[src/rtl/seqr_pkg.sv]
package seqr_pkg;

  // Width of the configuration data bus; every field fits in it.
  localparam int CFG_W = 5;

  // Configuration addresses.
  localparam int ADDR_MODE = 0;
  localparam int ADDR_TRIG = 1;
  localparam int ADDR_EDGE = 2;
  localparam int ADDR_LEN  = 3;
  localparam int RANK_BASE = 16;

  // Edge selection codes; any other value means both edges.
  localparam logic [1:0] EDGE_RISE = 2'd0;
  localparam logic [1:0] EDGE_FALL = 2'd1;

  typedef enum logic [1:0] {
    ST_IDLE,
    ST_LAUNCH,
    ST_WAIT
  } seqState_t;

  // Strobes from control to datapath.
  typedef struct packed {
    logic advance;   // step rank pointer and burst counter
    logic burstClr;  // new start event: restart burst count
    logic ptrClr;    // stop: pointer back to rank 1
  } seqStrobe_t;

endpackage

[src/rtl/seqr_datapath.sv]
module seqr_datapath
  import seqr_pkg::*;
#(
  parameter int NUM_RANKS = 16,
  parameter int CH_W      = 5,
  parameter int NUM_EXT   = 4,
  parameter int ADDR_W    = 5,
  parameter int BURST_W   = 3
) (
  input  logic                               clk,
  input  logic                               rstN,
  input  logic                               cfgWe,
  input  logic [ADDR_W-1:0]                  cfgAddr,
  input  logic [CFG_W-1:0]                   cfgWdata,
  input  logic                               swStart,
  input  logic [NUM_EXT-1:0]                 extTrig,
  input  logic                               busy,
  input  seqStrobe_t                         strobe,
  output logic                               trigHit,
  output logic                               atLast,
  output logic                               burstEnd,
  output logic                               contMode,
  output logic                               discMode,
  output logic [$clog2(NUM_RANKS)-1:0]       seqLenM1,
  output logic [$clog2(NUM_EXT+1)-1:0]       trigSrc,
  output logic [CH_W-1:0]                    curCh
);

  localparam int PTR_W = $clog2(NUM_RANKS);
  localparam int SRC_W = $clog2(NUM_EXT + 1);

  logic [BURST_W-1:0] discNum;
  logic [1:0]         trigEdge;
  logic [CH_W-1:0]    rankTab [NUM_RANKS];
  logic [PTR_W-1:0]   rankPtr;
  logic [BURST_W-1:0] burstCnt;
  logic [NUM_EXT-1:0] sync1, sync2, prevLvl, lineHit;
  logic               wrOk;

  assign wrOk = cfgWe && !busy;

  // Configuration registers, written only while idle.
  always_ff @(posedge clk) begin
    if (!rstN) begin
      contMode <= 1'b0;
      discMode <= 1'b0;
      discNum  <= '0;
      trigSrc  <= '0;
      trigEdge <= EDGE_RISE;
      seqLenM1 <= '0;
      for (int k = 0; k < NUM_RANKS; k++) rankTab[k] <= '0;
    end else if (wrOk) begin
      if (cfgAddr == ADDR_W'(ADDR_MODE) && !(cfgWdata[0] && cfgWdata[1])) begin
        contMode <= cfgWdata[0];
        discMode <= cfgWdata[1];
        discNum  <= cfgWdata[2 +: BURST_W];
      end
      if (cfgAddr == ADDR_W'(ADDR_TRIG)) begin
        trigSrc  <= cfgWdata[SRC_W-1:0];
        trigEdge <= EDGE_RISE;
      end
      if (cfgAddr == ADDR_W'(ADDR_EDGE)) trigEdge <= cfgWdata[1:0];
      if (cfgAddr == ADDR_W'(ADDR_LEN)) begin
        if (cfgWdata[PTR_W-1:0] > PTR_W'(NUM_RANKS - 1))
          seqLenM1 <= PTR_W'(NUM_RANKS - 1);
        else
          seqLenM1 <= cfgWdata[PTR_W-1:0];
      end
      for (int k = 0; k < NUM_RANKS; k++)
        if (cfgAddr == ADDR_W'(RANK_BASE + k)) rankTab[k] <= cfgWdata[CH_W-1:0];
    end
  end

  // Rank pointer and burst counter.
  always_ff @(posedge clk) begin
    if (!rstN) begin
      rankPtr  <= '0;
      burstCnt <= '0;
    end else begin
      if (strobe.ptrClr || wrOk) rankPtr <= '0;
      else if (strobe.advance)   rankPtr <= atLast ? '0 : rankPtr + 1'b1;
      if (strobe.burstClr)       burstCnt <= '0;
      else if (strobe.advance)   burstCnt <= burstCnt + 1'b1;
    end
  end

  assign atLast   = (rankPtr == seqLenM1);
  assign burstEnd = (burstCnt == discNum);
  assign curCh    = rankTab[rankPtr];

  // Two-flop synchronizer and per-line edge detect.
  always_ff @(posedge clk) begin
    if (!rstN) begin
      sync1   <= '0;
      sync2   <= '0;
      prevLvl <= '0;
    end else begin
      sync1   <= extTrig;
      sync2   <= sync1;
      prevLvl <= sync2;
    end
  end

  for (genvar i = 0; i < NUM_EXT; i++) begin : g_line
    always_comb begin
      unique case (trigEdge)
        EDGE_RISE: lineHit[i] = sync2[i] && !prevLvl[i];
        EDGE_FALL: lineHit[i] = !sync2[i] && prevLvl[i];
        default:   lineHit[i] = sync2[i] != prevLvl[i];
      endcase
    end
  end

  always_comb begin
    trigHit = (trigSrc == '0) ? swStart : 1'b0;
    for (int i = 0; i < NUM_EXT; i++)
      if (trigSrc == SRC_W'(i + 1)) trigHit = lineHit[i];
  end

endmodule

[src/rtl/seqr_control.sv]
module seqr_control
  import seqr_pkg::*;
(
  input  logic       clk,
  input  logic       rstN,
  input  logic       trigHit,
  input  logic       convDone,
  input  logic       stopReq,
  input  logic       atLast,
  input  logic       burstEnd,
  input  logic       contMode,
  input  logic       discMode,
  output seqStrobe_t strobe,
  output logic       busy,
  output logic       convStart,
  output logic       eocPulse,
  output logic       eosPulse
);

  seqState_t stateQ, stateD;
  logic      stopPend;

  always_comb begin
    stateD    = stateQ;
    strobe    = '0;
    convStart = 1'b0;
    eocPulse  = 1'b0;
    eosPulse  = 1'b0;
    unique case (stateQ)
      ST_IDLE: begin
        if (trigHit) begin
          strobe.burstClr = 1'b1;
          stateD          = ST_LAUNCH;
        end
      end
      ST_LAUNCH: begin
        convStart = 1'b1;
        stateD    = ST_WAIT;
      end
      ST_WAIT: begin
        if (convDone) begin
          eocPulse       = 1'b1;
          eosPulse       = atLast;
          strobe.advance = 1'b1;
          if (stopPend || stopReq) begin
            strobe.ptrClr = 1'b1;
            stateD        = ST_IDLE;
          end else if (discMode) begin
            stateD = (burstEnd || atLast) ? ST_IDLE : ST_LAUNCH;
          end else if (atLast) begin
            stateD = contMode ? ST_LAUNCH : ST_IDLE;
          end else begin
            stateD = ST_LAUNCH;
          end
        end
      end
      default: stateD = ST_IDLE;
    endcase
  end

  always_ff @(posedge clk) begin
    if (!rstN) begin
      stateQ   <= ST_IDLE;
      stopPend <= 1'b0;
    end else begin
      stateQ <= stateD;
      if (stateQ == ST_IDLE) stopPend <= 1'b0;
      else if (stopReq)      stopPend <= 1'b1;
    end
  end

  assign busy = (stateQ != ST_IDLE);

endmodule

[src/rtl/scan_seq_ctrl.sv]
module scan_seq_ctrl
  import seqr_pkg::*;
#(
  parameter int NUM_RANKS = 16,
  parameter int CH_W      = 5,
  parameter int NUM_EXT   = 4,
  parameter int ADDR_W    = 5,
  parameter int MAX_BURST = 8
) (
  input  logic               clk,
  input  logic               rstN,
  input  logic               cfgWe,
  input  logic [ADDR_W-1:0]  cfgAddr,
  input  logic [CFG_W-1:0]   cfgWdata,
  input  logic               swStart,
  input  logic [NUM_EXT-1:0] extTrig,
  input  logic               stopReq,
  input  logic               convDone,
  output logic               convStart,
  output logic [CH_W-1:0]    convChannel,
  output logic               eocPulse,
  output logic               eosPulse,
  output logic               busy
);

  localparam int PTR_W   = $clog2(NUM_RANKS);
  localparam int SRC_W   = $clog2(NUM_EXT + 1);
  localparam int BURST_W = $clog2(MAX_BURST);

  seqStrobe_t       strobe;
  logic             trigHit, atLast, burstEnd, contMode, discMode;
  logic [PTR_W-1:0] seqLenM1;
  logic [SRC_W-1:0] trigSrc;

  seqr_datapath #(
    .NUM_RANKS(NUM_RANKS), .CH_W(CH_W), .NUM_EXT(NUM_EXT),
    .ADDR_W(ADDR_W), .BURST_W(BURST_W)
  ) u_dp (
    .clk, .rstN, .cfgWe, .cfgAddr, .cfgWdata, .swStart, .extTrig,
    .busy, .strobe, .trigHit, .atLast, .burstEnd, .contMode, .discMode,
    .seqLenM1, .trigSrc, .curCh(convChannel)
  );

  seqr_control u_ctl (
    .clk, .rstN, .trigHit, .convDone, .stopReq, .atLast, .burstEnd,
    .contMode, .discMode, .strobe, .busy, .convStart, .eocPulse, .eosPulse
  );

endmodule

[config.mk]
export PLATFORM = sky130hd
export DESIGN_NAME = scan_seq_ctrl
export DESIGN_NICKNAME = d
export VERILOG_FILES = /design/src/rtl/seqr_pkg.sv /design/src/rtl/seqr_datapath.sv /design/src/rtl/seqr_control.sv /design/src/rtl/scan_seq_ctrl.sv
export SDC_FILE = /design/constraint.sdc
export NUM_CORES = 1
export LEC_CHECK = 0
export ABC_AREA = 1
export BUFFER_PORTS_ARGS = -buffer_cell sky130_fd_sc_hd__buf_2
export CELL_PAD_IN_SITES_DETAIL_PLACEMENT = 1
export CELL_PAD_IN_SITES_GLOBAL_PLACEMENT = 1
export CORE_UTILIZATION = 47
export DETAILED_ROUTE_END_ITERATION = 12
export PLACE_DENSITY = 0.78
export SYNTH_ARGS = -nofsm -noshare
export SYNTH_HDL_FRONTEND = slang
export SYNTH_SLANG_ARGS = --single-unit
[constraint.sdc]
create_clock -name clk -period 2.08 [get_ports clk]
set_input_delay 0 -clock clk [delete_from_list [all_inputs] [get_ports clk]]
set_output_delay 0 -clock clk [all_outputs]
set_load 0.02 [all_outputs]
==> metrics.cfg <==
[cts]
numCtsBuffers=17
cts_sinks=120
cts_buffer_depth=2
htree_levels=4
clock_latency_ps=410
cts_tree=yes
path_clk_slew_ps=50
root_buffer=clkbuf_16

[worst_setup_path]
reg2reg_slack_ps=120
worstRegToRegCells=9
crit_required_ps=2380
cp-end-kind=flip-flop
slowest_stage=dlygate4sd3_1
arrival_ps=2260
r2r_start=u_ctl.stateQ[0]
worst_r2r_endpoint=u_dp.seqLenM1[3]
slowest_delay_ps=540
path_cells=nor2_4 -> nand2_2 -> nor3_4 -> inv_2 -> nor2_4 -> inv_1 -> nor2_1 -> nor2_1 -> dlygate4sd3_1
path_class=reg2reg
path_max_fanout=5
start_kind=flip-flop

[sta]
period_share=0.943
finalClockSkew_ps=5.33
fin_setup_tns_ps=0
rsz0062_at_grt=no
worst_slew_pin_slew_ps=415
slew_viol_final=0
fmax_mhz=510
slew_headroom=0.722
fin_crit_ps=1960
final-setup-viol-count=0
whs_ps=87.1
hold_viol_final=0

[cells_and_area]
drive_gt1_frac=0.145
instances_no_fill=773
final_nets=650
n_antenna_cell=0
syn_to_final_growth_pct=20.6

[die]
fp.dieH_um=108
die-area_um2=11700
fp.coreArea_um2=10900
num_rows=38
ios=29
start_util=0.486
die_w_um=108

[placed_design]
io_buffers=28
gp_congestion=0.822
place_hpwl_um=10100
dp.cells=726

[synthesis]
ys_types=29
synth_area_leaders=edfxtp_1, dfxtp_1, nor2_1
synth_top_area_frac=0.452
yosysWarnings=0
synth_edf_count=80
async_flop_share=0
ys_seq_elements=120
synth_area_leader_cell=edfxtp_1
synthTopCellsByCount=nor2_1, edfxtp_1, nand2_1
synth_nets=596
netlist_area_um2=5310
ys.flop_type=edfxtp_1
syn_inst=566
ys_seq_area_frac=0.603
avgSynthCellArea_um2=9.38
synthMostInstantiatedCell=nor2_1

[global_route]
antenna_found_initial=0
grt.total_usage=0.272
grt_max_degree=41
gr-total-overflow=0
grt_pass1_vias=4431
grt_pass1_wl_um=23100

[drt]
wl_per_cell_um=18.9
drt_pass1_iterations=5
drt_iter0_drc=317
viasPerCell=5.49
drc=0
antenna_left=0
routed_wirelength_um=14600
vias=4244

[hold_path]
worstHoldEndpoint=u_dp.trigEdge[1]
hp-class=in2reg
hold_path.startpoint=cfgAddr[4]
min_path_cells=6

[flow_run]
cap_violations=0

[run_status]
status=finished, final reports clean

[power]
worst_ir_drop_vdd_mv=0.577
p_total_mw=5.87
leakage_nw=2.68
powerDensity_nw_per_um2=916

## flip-flops by register name, indices dropped and copies added (netlist names), 3 cells and up, named ones only
register / flops
u_dp.burstCnt: 3
u_dp.discNum: 3
u_dp.prevLvl: 4
u_dp.rankPtr: 4
u_dp.rankTab: 80
u_dp.seqLenM1: 4
u_dp.sync1: 4
u_dp.sync2: 4
u_dp.trigSrc: 3
## cells by family after synthesis
logic type / Yosys count / share of synthesized area
XOR/XNOR: 10 / 0.0165
AO/OA/AOI/OAI: 102 / 0.111
flip-flops: 120 / 0.603
AND/OR/NAND/NOR: 230 / 0.177
buffers and inverters: 93 / 0.0674
multiplexers: 1 / 0.00189
adder cells (fa/ha/maj): 10 / 0.0236
## final cells by class
class | instances | area, um^2
tap | 140 | 175
clock buffer | 25 | 528
clock inverter | 7 | 60.1
timing repair buffer | 58 | 405
sequential | 120 | 3200
fill | 1232 | 4530
timing repair inverter | 1 | 7.51
inverter | 69 | 263
multi-input combinational | 353 | 1760
## cell usage in the layout, fill, tap and decap left out, drive strengths merged
cell,instances
xnor2,1
mux2i,1
clkbuf,25
or2,1
ha,10
nor3,4
dfxtp,40
and2,1
a21oi,15
o221ai,16
clkinvlp,2
buf,45
nor2,133
nand3,16
nand2,73
bufinv,1
o211ai,4
nand4,2
clkinv,5
inv,69
dlygate4sd3,13
o31ai,1
o22ai,4
edfxtp,80
o21ai,62
xor2,9
## layer usage
| metal | track usage | share of wire |
|---|---|---|
| met3 | 0.0705 | 0.053 |
| met5 | 0 | 0 |
| met4 | 0.112 | 0.024 |
| met2 | 0.467 | 0.51 |
| met1 | 0.326 | 0.41 |
## how the worst max path moves through the flow
stage / cells after the start / start / slack (ps) / to
floorplan: 7 / u_ctl.stateQ[0] / 350 / u_dp.rankTab[11][0]
global placement: 8 / u_ctl.stateQ[0] / 320 / u_dp.rankTab[11][0]
detailed placement: 7 / u_ctl.stateQ[0] / 240 / u_dp.rankTab[7][1]
CTS: 6 / flip-flop / 70 / convChannel[0]
global route: 9 / u_ctl.stateQ[0] / 6 / u_dp.seqLenM1[3]
finish: 9 / u_ctl.stateQ[0] / 120 / u_dp.seqLenM1[3]
## power breakdown
| part | leakage, nW | internal, mW | total, mW | switching, mW |
|---|---|---|---|---|
| Combinational | 1.24 | 0.106 | 0.340 | 0.234 |
| Clock | 0.295 | 1.87 | 2.85 | 0.982 |
| Sequential | 1.15 | 2.64 | 2.68 | 0.0374 |
## critical path, delay by kind of cell (launching register included)
| kind | cells | cell delay [ps] |
|---|---|---|
| buffers and inverters | 3 | 750 |
| flip-flops | 1 | 340 |
| AND/OR/NAND/NOR | 6 | 760 |
## per-stage QoR
stage          instance area (um^2)  utilization  setup slack, ps
3_3_place_gp                   5650        0.516              321
4_1_cts                        6370        0.582             68.9
3_5_place_dp                   5650        0.516              241
6_report                       6410        0.586              118
5_1_grt                        6410        0.586             5.79
2_1_floorplan                  5310            -              352
## timing repair
action,in CTS,in global routing
cloned,0,1
pin swaps,0,1
hold buffers,13,0
setup buffers,0,1
endpoints found under the setup margin,1,4
hold endpoints to repair,19,0
gates resized for setup,1,7
Note: power is estimated with default switching activity, not from simulation.
